`src/rtl/txb_pkg.sv`:
```
package txb_pkg;
  localparam int CTL_EN_BIT    = 6;
  localparam int CTL_FLUSH_BIT = 7;
  localparam int FST_EMPTY_BIT = 4;
  localparam int IRQ_NAK_BIT   = 0;
  localparam int IRQ_DRAIN_BIT = 1;
  localparam int IRQ_OVF_BIT   = 2;

  typedef enum logic [1:0] {SQ_IDLE, SQ_OFFER, SQ_WAIT} seq_state_e;

  // next value of a sticky event bit: a new event wins over a clear
  function automatic logic sticky_next(logic cur, logic set, logic clr);
    return set | (cur & ~clr);
  endfunction
endpackage

```
`src/rtl/txb_store.sv`:
```
module txb_store #(
  parameter int DEPTH = 64,
  parameter int DW    = 8,
  localparam int AW   = $clog2(DEPTH),
  localparam int CW   = $clog2(DEPTH + 1)
) (
  input  logic          clk,
  input  logic          rst_n,
  input  logic          flush,
  input  logic          push,
  input  logic [DW-1:0] push_data,
  input  logic          pop,
  output logic [DW-1:0] head,
  output logic [CW-1:0] level,
  output logic          full
);
  logic [DW-1:0] mem [DEPTH];
  logic [AW-1:0] wptr, rptr;

  function automatic logic [AW-1:0] ptr_step(logic [AW-1:0] p);
    return (p == AW'(DEPTH - 1)) ? '0 : p + 1'b1;
  endfunction

  always_ff @(posedge clk) begin
    if (push && !flush) mem[wptr] <= push_data;
  end

  always_ff @(posedge clk or negedge rst_n) begin
    if (!rst_n) begin
      wptr  <= '0;
      rptr  <= '0;
      level <= '0;
    end else if (flush) begin
      wptr  <= '0;
      rptr  <= '0;
      level <= '0;
    end else begin
      if (push) wptr <= ptr_step(wptr);
      if (pop)  rptr <= ptr_step(rptr);
      case ({push, pop})
        2'b10:   level <= level + 1'b1;
        2'b01:   level <= level - 1'b1;
        default: level <= level;
      endcase
    end
  end

  assign head = mem[rptr];
  assign full = (level == CW'(DEPTH));
endmodule

```
`src/rtl/txb_seq.sv`:
```
module txb_seq
  import txb_pkg::*;
#(
  parameter int DW = 8
) (
  input  logic          clk,
  input  logic          rst_n,
  input  logic          flush,
  input  logic          enable,
  input  logic          have_data,
  input  logic [DW-1:0] head,
  input  logic          sh_ready,
  input  logic          sh_done,
  input  logic          sh_nak,
  output logic          sh_valid,
  output logic [DW-1:0] sh_data,
  output logic          pop,
  output logic          done_ok,
  output logic          done_nak,
  output logic          in_flight,
  output logic          halted
);
  seq_state_e state, state_nx;

  assign sh_valid  = (state == SQ_OFFER);
  assign sh_data   = head;
  assign in_flight = (state == SQ_WAIT);
  assign pop       = sh_valid && sh_ready && !flush;
  assign done_ok   = in_flight && sh_done && !sh_nak;
  assign done_nak  = in_flight && sh_done && sh_nak;

  always_comb begin
    state_nx = state;
    unique case (state)
      SQ_IDLE:  if (have_data && enable && !halted && !flush) state_nx = SQ_OFFER;
      SQ_OFFER: if (flush) state_nx = SQ_IDLE;
                else if (sh_ready) state_nx = SQ_WAIT;
      SQ_WAIT:  if (sh_done) state_nx = SQ_IDLE;
      default:  state_nx = SQ_IDLE;
    endcase
  end

  always_ff @(posedge clk or negedge rst_n) begin
    if (!rst_n) begin
      state  <= SQ_IDLE;
      halted <= 1'b0;
    end else begin
      state <= state_nx;
      if (done_nak)   halted <= 1'b1;
      else if (flush) halted <= 1'b0;
    end
  end
endmodule

```
`src/rtl/txb_status.sv`:
```
module txb_status
  import txb_pkg::*;
(
  input  logic       clk,
  input  logic       rst_n,
  input  logic       ev_nak,
  input  logic       ev_drain,
  input  logic       ev_ovf,
  input  logic [2:0] clr,
  input  logic       byte_done,
  input  logic       byte_nak,
  output logic [2:0] events,
  output logic       line_nak
);
  always_ff @(posedge clk or negedge rst_n) begin
    if (!rst_n) begin
      events   <= '0;
      line_nak <= 1'b0;
    end else begin
      events[IRQ_NAK_BIT]   <= sticky_next(events[IRQ_NAK_BIT],   ev_nak,   clr[IRQ_NAK_BIT]);
      events[IRQ_DRAIN_BIT] <= sticky_next(events[IRQ_DRAIN_BIT], ev_drain, clr[IRQ_DRAIN_BIT]);
      events[IRQ_OVF_BIT]   <= sticky_next(events[IRQ_OVF_BIT],   ev_ovf,   clr[IRQ_OVF_BIT]);
      if (byte_done) line_nak <= byte_nak;
    end
  end
endmodule

```
`src/rtl/i2c_txfifo_burst.sv`:
```
module i2c_txfifo_burst
  import txb_pkg::*;
#(
  parameter int DEPTH = 64,
  parameter int DW    = 8,
  localparam int CW   = $clog2(DEPTH + 1)
) (
  input  logic          clk,
  input  logic          rst_n,
  input  logic          ctl_wr,
  input  logic [7:0]    ctl_wdata,
  output logic [7:0]    ctl_rdata,
  input  logic          dat_wr,
  input  logic [DW-1:0] dat_wdata,
  output logic [7:0]    fifo_stat,
  output logic [7:0]    irq_stat,
  input  logic [7:0]    irq_clr,
  output logic          line_nak,
  output logic          sh_valid,
  output logic [DW-1:0] sh_data,
  input  logic          sh_ready,
  input  logic          sh_done,
  input  logic          sh_nak
);
  logic          fifo_en;
  logic          flush_req;
  logic          push_ok, push_drop, pop;
  logic [DW-1:0] head;
  logic [CW-1:0] level;
  logic          full, have_data;
  logic          done_ok, done_nak, in_flight, halted;
  logic          drained_ev;
  logic [2:0]    events;
  logic          unused_bits;

  assign unused_bits = ^{ctl_wdata[5:0], irq_clr[7:3]};

  assign flush_req = ctl_wr && ctl_wdata[CTL_FLUSH_BIT];
  assign push_ok   = dat_wr && fifo_en && !full;
  assign push_drop = dat_wr && fifo_en && full;
  assign have_data = (level != '0);

  always_ff @(posedge clk or negedge rst_n) begin
    if (!rst_n)      fifo_en <= 1'b0;
    else if (ctl_wr) fifo_en <= ctl_wdata[CTL_EN_BIT];
  end

  txb_store #(.DEPTH(DEPTH), .DW(DW)) u_store (
    .clk(clk), .rst_n(rst_n), .flush(flush_req),
    .push(push_ok), .push_data(dat_wdata), .pop(pop),
    .head(head), .level(level), .full(full)
  );

  txb_seq #(.DW(DW)) u_seq (
    .clk(clk), .rst_n(rst_n), .flush(flush_req), .enable(fifo_en),
    .have_data(have_data), .head(head),
    .sh_ready(sh_ready), .sh_done(sh_done), .sh_nak(sh_nak),
    .sh_valid(sh_valid), .sh_data(sh_data), .pop(pop),
    .done_ok(done_ok), .done_nak(done_nak),
    .in_flight(in_flight), .halted(halted)
  );

  assign drained_ev = done_ok && !have_data && !push_ok && !flush_req;

  txb_status u_status (
    .clk(clk), .rst_n(rst_n),
    .ev_nak(done_nak), .ev_drain(drained_ev), .ev_ovf(push_drop),
    .clr(irq_clr[2:0]),
    .byte_done(done_ok || done_nak), .byte_nak(done_nak),
    .events(events), .line_nak(line_nak)
  );

  always_comb begin
    ctl_rdata = '0;
    ctl_rdata[CTL_EN_BIT] = fifo_en;
    fifo_stat = '0;
    fifo_stat[FST_EMPTY_BIT] = !have_data && !in_flight;
    irq_stat = {5'b0, events};
  end
endmodule

```
`config.mk`:
```
export PLATFORM = sky130hd
export DESIGN_NAME = i2c_txfifo_burst
export DESIGN_NICKNAME = d
export VERILOG_FILES = /design/src/rtl/txb_pkg.sv /design/src/rtl/txb_store.sv /design/src/rtl/txb_seq.sv /design/src/rtl/txb_status.sv /design/src/rtl/i2c_txfifo_burst.sv
export SDC_FILE = /design/constraint.sdc
export NUM_CORES = 1
export LEC_CHECK = 0
export BUFFER_PORTS_ARGS = -buffer_cell sky130_fd_sc_hd__buf_2
export CAP_MARGIN = 20
export CORE_ASPECT_RATIO = 0.5
export CORE_MARGIN = 1
export CORE_UTILIZATION = 52
export DETAILED_ROUTE_END_ITERATION = 8
export PLACE_DENSITY = 0.68
export SLEW_MARGIN = 20
export SYNTH_ARGS = -nofsm -noshare
export SYNTH_HDL_FRONTEND = slang
export SYNTH_HIERARCHICAL = 1
export SYNTH_SLANG_ARGS = --single-unit
```
`constraint.sdc`:
```
create_clock -name clk -period 5.65 [get_ports clk]
set_input_delay 1.13 -clock clk [delete_from_list [all_inputs] [get_ports clk]]
set_output_delay 1.13 -clock clk [all_outputs]
set_load 0.005 [all_outputs]
```
**Yosys cells after proc, flatten, opt, wreduce, memory -nomap -nowiden**

Memories as Yosys holds them, arrays and structs flattened.
Index checks and enable logic that the tools add are counted.

- Bits in read-only memories: 0
- Logic and storage cells: 81
- RAM bits: 512
- Output and inout bits: 34
- Memories kept: 1
- Input port bits: 31
- Latch bits: 0
- Register bits: 27

Memories:

| name | words | bits a word | rd ports | clocked after memory_dff | wr ports | line | source |
|---|---|---|---|---|---|---|---|
| u_store.mem | 64 | 8 | 1 | 0 | 1 | txb_store.sv:17 | `logic [DW-1:0] mem [DEPTH];` |

- Reduce and logical (&&, ||, !) cells: 32
- Mux-type cells: 17
- Add/subtract/negate cells: 4
- $mul: 0
- Bitwise gates (word level): 9
- Equality and inequality tests: 10
- Shifts and indexed selects: 0
- Order comparisons: 0
- Div/mod/pow operators: 0

Operators by type and width:

| kind | number |
|---|---|
| two-way mux 6 bit | 6 |
| logical AND 1 bit | 17 |
| case mux 7 bit (2 select lines) | 1 |
| adder 6 x 1 -> 6 bit, second input constant | 2 |
| equality test 6 bit, second input constant | 2 |
| two-way mux 2 bit | 4 |
| adder 7 x 1 -> 7 bit, second input constant | 1 |
| equality test 7 bit, second input constant | 1 |
| logical NOT 1 bit | 7 |
| two-way mux 7 bit | 1 |
| nonzero test 7 bit | 1 |
| subtractor 7 x 1 -> 7 bit, second input constant | 1 |
| case mux 2 bit (3 select lines) | 1 |
| nonzero test 2 bit | 3 |
| equality test 2 x 1 -> 1 bit, second input constant | 2 |
| equality test 2 bit, second input constant | 2 |
| two-way mux 1 bit | 4 |
| bitwise AND 1 bit | 3 |
| inequality test 3 x 2 -> 1 bit, second input constant | 1 |
| inverter 1 bit | 3 |
| bitwise OR 1 bit | 3 |
| AND reduction 3 bit | 1 |
| nonzero test 3 bit | 1 |
| logical NOT 2 bit | 1 |
| other kinds (3) | 3 |

**Depth between registers and ports, before layout**

Gate-level depths: netlist of the first run.

- Depth in word-level cells: 7
- Gate-level depth with buffers: 13
- Mapped depth without buffers: 11

**Cells and area by module**

The synthesis of the first run kept the hierarchy.

By module, submodules not included:

| module | sequential area each (um^2) | area an instance (um^2) | cells each | instances |
|---|---|---|---|---|
| txb_store | 15,850.2 | 21,142.8 | 1,112 | 1 |
| i2c_txfifo_burst | 25.0 | 269.0 | 33 | 1 |
| txb_seq | 75.1 | 224.0 | 24 | 1 |
| txb_status | 100.1 | 148.9 | 11 | 1 |

**Worst setup path after synthesis of the first run**

Ideal clock, no wire load.

- Kind: input-to-reg
- Start point: input port ctl_wr
- End point: register u_store.level[6]
- Buffers on the path: 2
- Stages on the path: 12
- Data required time: 5.518 ns
- Arrival: 3.258 ns
- Library setup time: 0.132 ns
- Path slack: 2.260 ns
- Path through: and2_1 -> nor3_1 -> clkbuf_1 -> nand2b_1 -> clkbuf_1 -> xnor2_1 -> ha_1 -> or4_1 -> o21ai_0 -> a32o_1 -> xnor2_1 -> nor2_1

- Longest elaborated chain between the ends: 6
- Elaborated cells on any way between the ends: 8
- Those cells by class: eq/ne (2); mux (2); reduce/logical (4)

Ends and longest elaborated chain:

| element | line | source |
|---|---|---|
| start, declared | i2c_txfifo_burst.sv:10 | `input logic ctl_wr,` |
| logical AND 1 bit * | i2c_txfifo_burst.sv:38 | `assign flush_req = ctl_wr && ctl_wdata[CTL_FLUSH_BIT];` |
| logical NOT 1 bit * | txb_seq.sv:28 | `assign pop = sh_valid && sh_ready && !flush;` |
| logical AND 1 bit * | txb_seq.sv:28 |  |
| via pop | i2c_txfifo_burst.sv:27 | `logic push_ok, push_drop, pop;` |
| equality test 2 x 1 -> 1 bit / equality test 2 bit (equally long branches) | txb_store.sv:40 | `case ({push, pop})` |
| case mux 7 bit (2 select lines) | txb_store.sv:40 |  |
| two-way mux 7 bit | txb_store.sv:33 | `end else if (flush) begin` |
| end signal, assigned | txb_store.sv:41 | `2'b10: level <= level + 1'b1;` |
| end signal, assigned | txb_store.sv:42 | `2'b01: level <= level - 1'b1;` |
| end signal, assigned | txb_store.sv:43 | `default: level <= level;` |
| end, declared | txb_store.sv:14 | `output logic [CW-1:0] level,` |

Mark *: on every way through the listed nets, which the timed path passes. The rest lies on a longest branch.
A chain may end at the register's enable or synchronous reset.

**Worst setup path after layout of the first run**

- Start point: register u_store.rptr[0]
- End point: output port sh_data[0]

- Longest elaborated chain between the ends: 1

Ends and longest elaborated chain:

| element | line | source |
|---|---|---|
| start, declared | txb_store.sv:18 | `logic [AW-1:0] wptr, rptr;` |
| start signal, assigned | txb_store.sv:39 | `if (pop) rptr <= ptr_step(rptr);` |
| memory read (64 x 8 bit) | - |  |
| end, declared | i2c_txfifo_burst.sv:20 | `output logic [DW-1:0] sh_data,` |

Every way passes these cells.

==> results of run 1 <==
[routing by layer]
layer	vias up	track usage [%]	wire length (um)
met5	-	0	0
met4	0	5.842	1028
met3	72	5.340	4439
met2	506	36.16	22690
met1	5961	33.26	19950
li1	4763	-	-
[cell usage after synthesis, types with 4 or more instances]
library cell / number / area, sq um
edfxtp_1: 512 / 15370
nor2_1: 99 / 371.6
mux4_2: 98 / 2207
a22oi_1: 35 / 262.8
mux2_2: 34 / 382.9
nand2_1: 31 / 116.4
buf_4: 30 / 225.2
clkbuf_1: 29 / 108.9
dfrtp_1: 27 / 675.7
o21ai_0: 27 / 135.1
mux2i_1: 22 / 220.2
nor2b_1: 19 / 118.9
buf_2: 16 / 80.08
nand3_1: 15 / 75.07
o22ai_1: 14 / 87.58
inv_1: 13 / 48.80
buf_6: 12 / 135.1
nor3_1: 11 / 55.05
nand2b_1: 10 / 62.56
a211oi_1: 8 / 60.06
xnor2_1: 6 / 52.55
a21o_1: 5 / 37.54
a21oi_1: 5 / 25.02
a221o_1: 5 / 50.05
a22o_1: 5 / 43.79
buf_1: 5 / 18.77
o221ai_1: 5 / 43.79
and2_1: 4 / 25.02
and3_1: 4 / 25.02
ha_1: 4 / 50.05
nand4_1: 4 / 25.02
nor3b_1: 4 / 30.03
o31ai_1: 4 / 30.03
xor2_1: 4 / 35.03
[through the flow]
step,hold slack (ns),utilization (%),std cells
after detailed placement,0.4742,54.75,1709
after global routing,0.5088,58.32,1790
after global placement,0.4564,54.75,1709
final,0.4791,58.32,1790
after floorplan,0.4555,-,1198
after CTS,0.4900,58.29,1790
[final timing paths]
kind / start / endpoint / slack, ns / cells past startpoint
worst max-delay path: u_store/rptr[0] / sh_data[0] / 0.72 / 8
worst min-delay path: u_status/events[2] / u_status/events[2] / 0.48 / 1
worst max register to register: u_store/level[1] / u_store/mem[3][5] / 2.16 / 5
worst min register to register: u_status/events[2] / u_status/events[2] / 0.48 / 1
max in group asynchronous: rst_n / u_store/rptr[0] / 4.52 / 1
min in group asynchronous: rst_n / u_store/wptr[1] / 0.60 / 1
[registers in the layout (all words and copies together), names as in the netlist, 2 cells and up]
name	count
u_seq/state	2
u_status/events	3
u_store/level	7
u_store/mem	512
u_store/rptr	6
u_store/wptr	6
[kinds of logic (layout without fill, tap and decap cells)]
kind of cell	count (synthesis)	in the layout	synth area share [%]
AO/OA/AOI/OAI	138	138	4.543
XOR/XNOR	10	10	0.4020
adder cells (fa/ha/maj)	4	4	0.2297
buffers and inverters	107	159	2.941
flip-flops	539	539	73.68
multiplexers	157	157	13.21
other	1	19	0.01721
AND/OR/NAND/NOR	224	224	4.980
[where the power goes]
part | switching [uW] | internal (uW) | total (uW)
clock network | 1380 | 1720 | 3100
registers | 182 | 4430 | 4610
logic | 770 | 789 | 1560
[area by class of cell]
class                           count  area [sq um]  share of cell area [%]
Inverter                           14         52.55                  0.2205
Clock buffer                       55          1185                   4.973
Sequential cell                   539         16060                   67.39
Tap cell                          540         675.6                   2.836
Clock inverter                     26         259.0                   1.087
Timing Repair Buffer               64         432.9                   1.817
Multi-Input combinational cell    552          5165                   21.68
[worst register-to-register path: stages, from the launching register on]
cell,delay [ns]
dfrtp_1,0.50
nor4_1,0.11
and3_1,0.19
and3b_1,0.57
nand4_1,0.74
nor2_1,1.01
==> metrics.txt, run 1 <==
GRT Overall Usage between 20% and 30%; Overflow after GRT 0; Clk Latency, worst-skew pair about 0.57 ns; first-pass GRT wire length just over 70 mm; Yosys cell types 67; # diodes 0; Max-slew headroom about a quarter; die footprint 42770 sq um; Synth Instances ~1200; critical path startpoint category flop; final setup skew ~0.015 ns; CP Data Arrival Time roughly 3.8 ns; first-pass detailed-route iteration total 5; CORE AREA around 41000 sq um; power density over the cells 389.2 nW/um^2; CTS tree built; Hold Crit Class reg2reg; total power between 9000 and 10000 uW; fillcell total just under 3000; most frequent cells in the layout edfxtp_1, nor2_1, mux4_2, clkbuf_16, a22oi_1; CP max FO 45; Synth Warn # 6; Post-DP HPWL between 20 and 30 mm; drc violations 0; critical path capture point type primary output; kind of critical path reg2out; Final Hold Viols 0; synth-to-layout area growth 9.379%; RSZ-0062 raised after global routing false; CTS clk-pin slew, worst paths roughly 0.070 ns; CTS Buf Count 45; number of max-cap violations 0; Leak 0.007536 uW; sequential area share after synthesis between 70% and 80%; IO Count between 60 and 70; fin area 23830 sq um; Post-synth EDFFs 512; largest net degree at the start of global routing 70; Die W roughly 290 um; min Tclk post-route between 4 and 5 ns; initial antenna violation count 0; number of gates resized after cts 0; gpl congestion roughly 0.85; WP buf/inv 4; f_max slightly above 200 MHz; PortBufs 34; share of layout cells above drive strength 1 21.60%; Syn Area/Cell 18.46 sq um; drt total wl about 48 mm; CP peak stage delay roughly 0.94 ns; H-tree depth 2; Final setup viols 0; clk buf depth 3; Slew Limit Fails 0; outcome finished, final reports clean; Die Ht 146.7 um; vias in the first global route 11330; Worst Setup Slack, final ~0.72 ns; post-placement setup slack around 1.4 ns; Critical Path Most Common Cell buf_4; post-synthesis register bit count between 500 and 600; Row Count 52; hold_buf cts 0; routed len/inst ~27 um; fin crit share between 80% and 90%; Starting DRT DRC Count about 1100; Initial Utilization a little over half; root buf cell clkbuf_16; Post-synth ARST share 5.009%; vias about 11000; commonest non-fill, non-tap cell in the layout edfxtp_1; Worst path slowest cell dfrtp_4; delay-heaviest family, CP flip-flops; ys flop type edfxtp_1; Worst-Margin Slew around 1.1 ns; Clock Sinks ~540; vias per cell about 6.3; Sum Neg Setup Slack 0 ns; Post-CTS Setup Inserts 0; Max rail drop VDD 0.2467 mV; placed instance area between 20000 and 25000 sq um; post-synthesis instance area between 20000 and 25000 sq um; worst endpoint required time roughly 4.5 ns; Final #Nets between 1000 and 1500; Post-DRT Antenna Nets 0; crit path cell chain buf_4 > mux4_2 > inv_1 > o22ai_1 > a2111oi_1 > buf_4 > nor2_1 > buf_2
No activity file was read; power rests on OpenSTA's default activity.
==> run 2: changes to the inputs <==
Settings changed: REMOVE_ABC_BUFFERS set to 1.
==> metrics.txt, run 2 (synthesis results as in run 1) <==
Final Hold Viols 0 (unchanged); Initial Utilization 53.32% (unchanged); max reg flops 512 (unchanged); Max-slew headroom 37.58% (+11 points); largest net degree at the start of global routing 65 (-7.1%); Hold Crit Class reg2reg; Post-CTS Setup Inserts 0 (unchanged); share of layout cells above drive strength 1 21.62% (+0.024 points); drc violations 0 (unchanged); Max rail drop VDD 0.2191 mV (-11%); Register-to-Register Path Depth 5 (unchanged); number of max-cap violations 0 (unchanged); reg-to-reg critical path endpoint u_store/mem[35][4]; WP buf/inv 2 (-2); crit path launch u_store/rptr[0]; die footprint 42770 sq um (unchanged); PortBufs 34 (unchanged); routed len/inst 26.40 um (-1.8%); vias 11200 (-0.87%); CTS tree built; fin crit share 85.74% (-1.5 points); Starting DRT DRC Count 1366 (+22%); worst endpoint required time 4.52 ns (about the same); drt total wl 47.12 mm (-2.1%); f_max 206.4 MHz (+1.8%); min Tclk post-route 4.844 ns (-0.08743 ns); kind of critical path reg2out; largest reg by FF count u_store/mem; H-tree depth 2 (unchanged); RSZ-0062 raised after global routing false; CP peak stage delay 0.74 ns (-0.20 ns); number of gates resized after cts 0 (unchanged); delay-heaviest family, CP compound AO/OA/AOI/OAI gates; outcome finished, final reports clean; total power 9251 uW (-0.25%); critical path capture point type primary output; initial antenna violation count 0 (unchanged); Row Count 52 (unchanged); Worst-Margin Slew 0.9335 ns (-0.1695 ns); critical path startpoint category flop; GRT Overall Usage 22.42% (-0.68 points); CORE AREA 40860 sq um (unchanged); CP Data Arrival Time 3.71 ns (-0.09 ns); first-pass detailed-route iteration total 5 (unchanged); final setup skew 0.02147 ns (+0.006237 ns); commonest non-fill, non-tap cell in the layout edfxtp_1; gpl congestion 0.8849 (+4.4%); Clk Latency, worst-skew pair 0.56 ns (about the same); flop-to-flop setup slack 2.17 ns (about the same); fin area 23790 sq um (-0.18%); Setup crit end sh_data[7]; clk buf depth 3 (unchanged); Leak 0.007518 uW (-0.25%); synth-to-layout area growth 9.184%; Slew Limit Fails 0 (unchanged); CP max FO 31 (-31%); CTS clk-pin slew, worst paths 0.07 ns (about the same); Overflow after GRT 0 (unchanged); vias per cell 6.277 (-0.59%); Die Ht 146.7 um (unchanged); vias in the first global route 11040 (-2.6%); Worst path slowest cell dfrtp_4; top flop regs u_store/mem (512), u_store/level (7); CTS Buf Count 45 (unchanged); power density over the cells 388.9 nW/um^2 (about the same); Final #Nets 1252 (+0.080%); first-pass GRT wire length 70.41 mm (-2.4%); worst r2r src u_store/level[1]; Final setup viols 0 (unchanged); Post-DP HPWL 29.08 mm (about the same); Die W 291.5 um (unchanged); hold_buf cts 0 (unchanged); placed instance area 22370 sq um (about the same); root buf cell clkbuf_16; Levels on crit path 6 (-2); crit path cell chain buf_4 > mux4_2 > a22o_1 > a2111oi_1 > nor2_1 > buf_2; Post-DRT Antenna Nets 0 (unchanged); Clock Sinks 539 (unchanged); most frequent cells in the layout edfxtp_1, nor2_1, mux4_2, clkbuf_16, a22oi_1; IO Count 65 (unchanged)
[run 2: cell types whose count changed in the layout (fill, tap and decap cells not counted), sizes merged]
| cell | before | now |
|---|---|---|
| buf | 64 | 65 |
| bufinv | 5 | 6 |
| clkbuf | 55 | 57 |
| clkinv | 20 | 9 |
| diode | 0 | 1 |
| inv | 14 | 15 |
[run 2: report_power, final]
group	internal, uW	total [uW]	switching [uW]
clock network	1730	3080	1340
logic	782	1600	821
registers	4430	4570	141
total	6950	9250	2300
[run 2: worst min-delay path by stage]
stage / from / endpoint / slack (ns) / cells past startpoint
final: u_status/events[0] / u_status/events[0] / 0.48 / 1
after global routing: u_status/events[0] / u_status/events[0] / 0.51 / 1
after CTS: u_status/events[0] / u_status/events[0] / 0.49 / 1
after detailed placement: u_status/events[0] / u_status/events[0] / 0.47 / 1
after global placement: u_status/events[0] / u_status/events[0] / 0.46 / 1
after floorplan: u_seq/halted / u_seq/halted / 0.46 / 1
[run 2: layer usage]
layer / up-vias / track usage, % / wire (um)
met4: 0 / 5.789 / 1120
met1: 5812 / 33.06 / 19720
met2: 533 / 34.77 / 21960
met5: - / 0 / 0
li1: 4774 / - / -
met3: 85 / 4.433 / 4318
[run 2: stage by stage]
step | setup TNS [ns] | cells | utilization [%] | setup WS [ns] | hold slack (ns)
floorplan | -14.84 | 1105 | - | -1.847 | 0.4555
global placement | 0 | 1710 | 54.74 | 1.438 | 0.4608
detailed placement | 0 | 1710 | 54.74 | 1.433 | 0.4650
CTS | 0 | 1784 | 58.18 | 0.8284 | 0.4861
global route | 0 | 1784 | 58.21 | 0.6835 | 0.5104
finish | 0 | 1785 | 58.21 | 0.8059 | 0.4809
[run 2: layout make-up]
cell class | count | area [sq um]
Antenna cell | 1 | 2.502
Clock buffer | 57 | 1171
Clock inverter | 17 | 236.5
Fill cell | 2965 | 17070
Inverter | 14 | 52.55
Multi-Input combinational cell | 552 | 5164
Sequential cell | 539 | 16060
Tap cell | 540 | 675.6
Timing Repair Buffer | 65 | 425.4
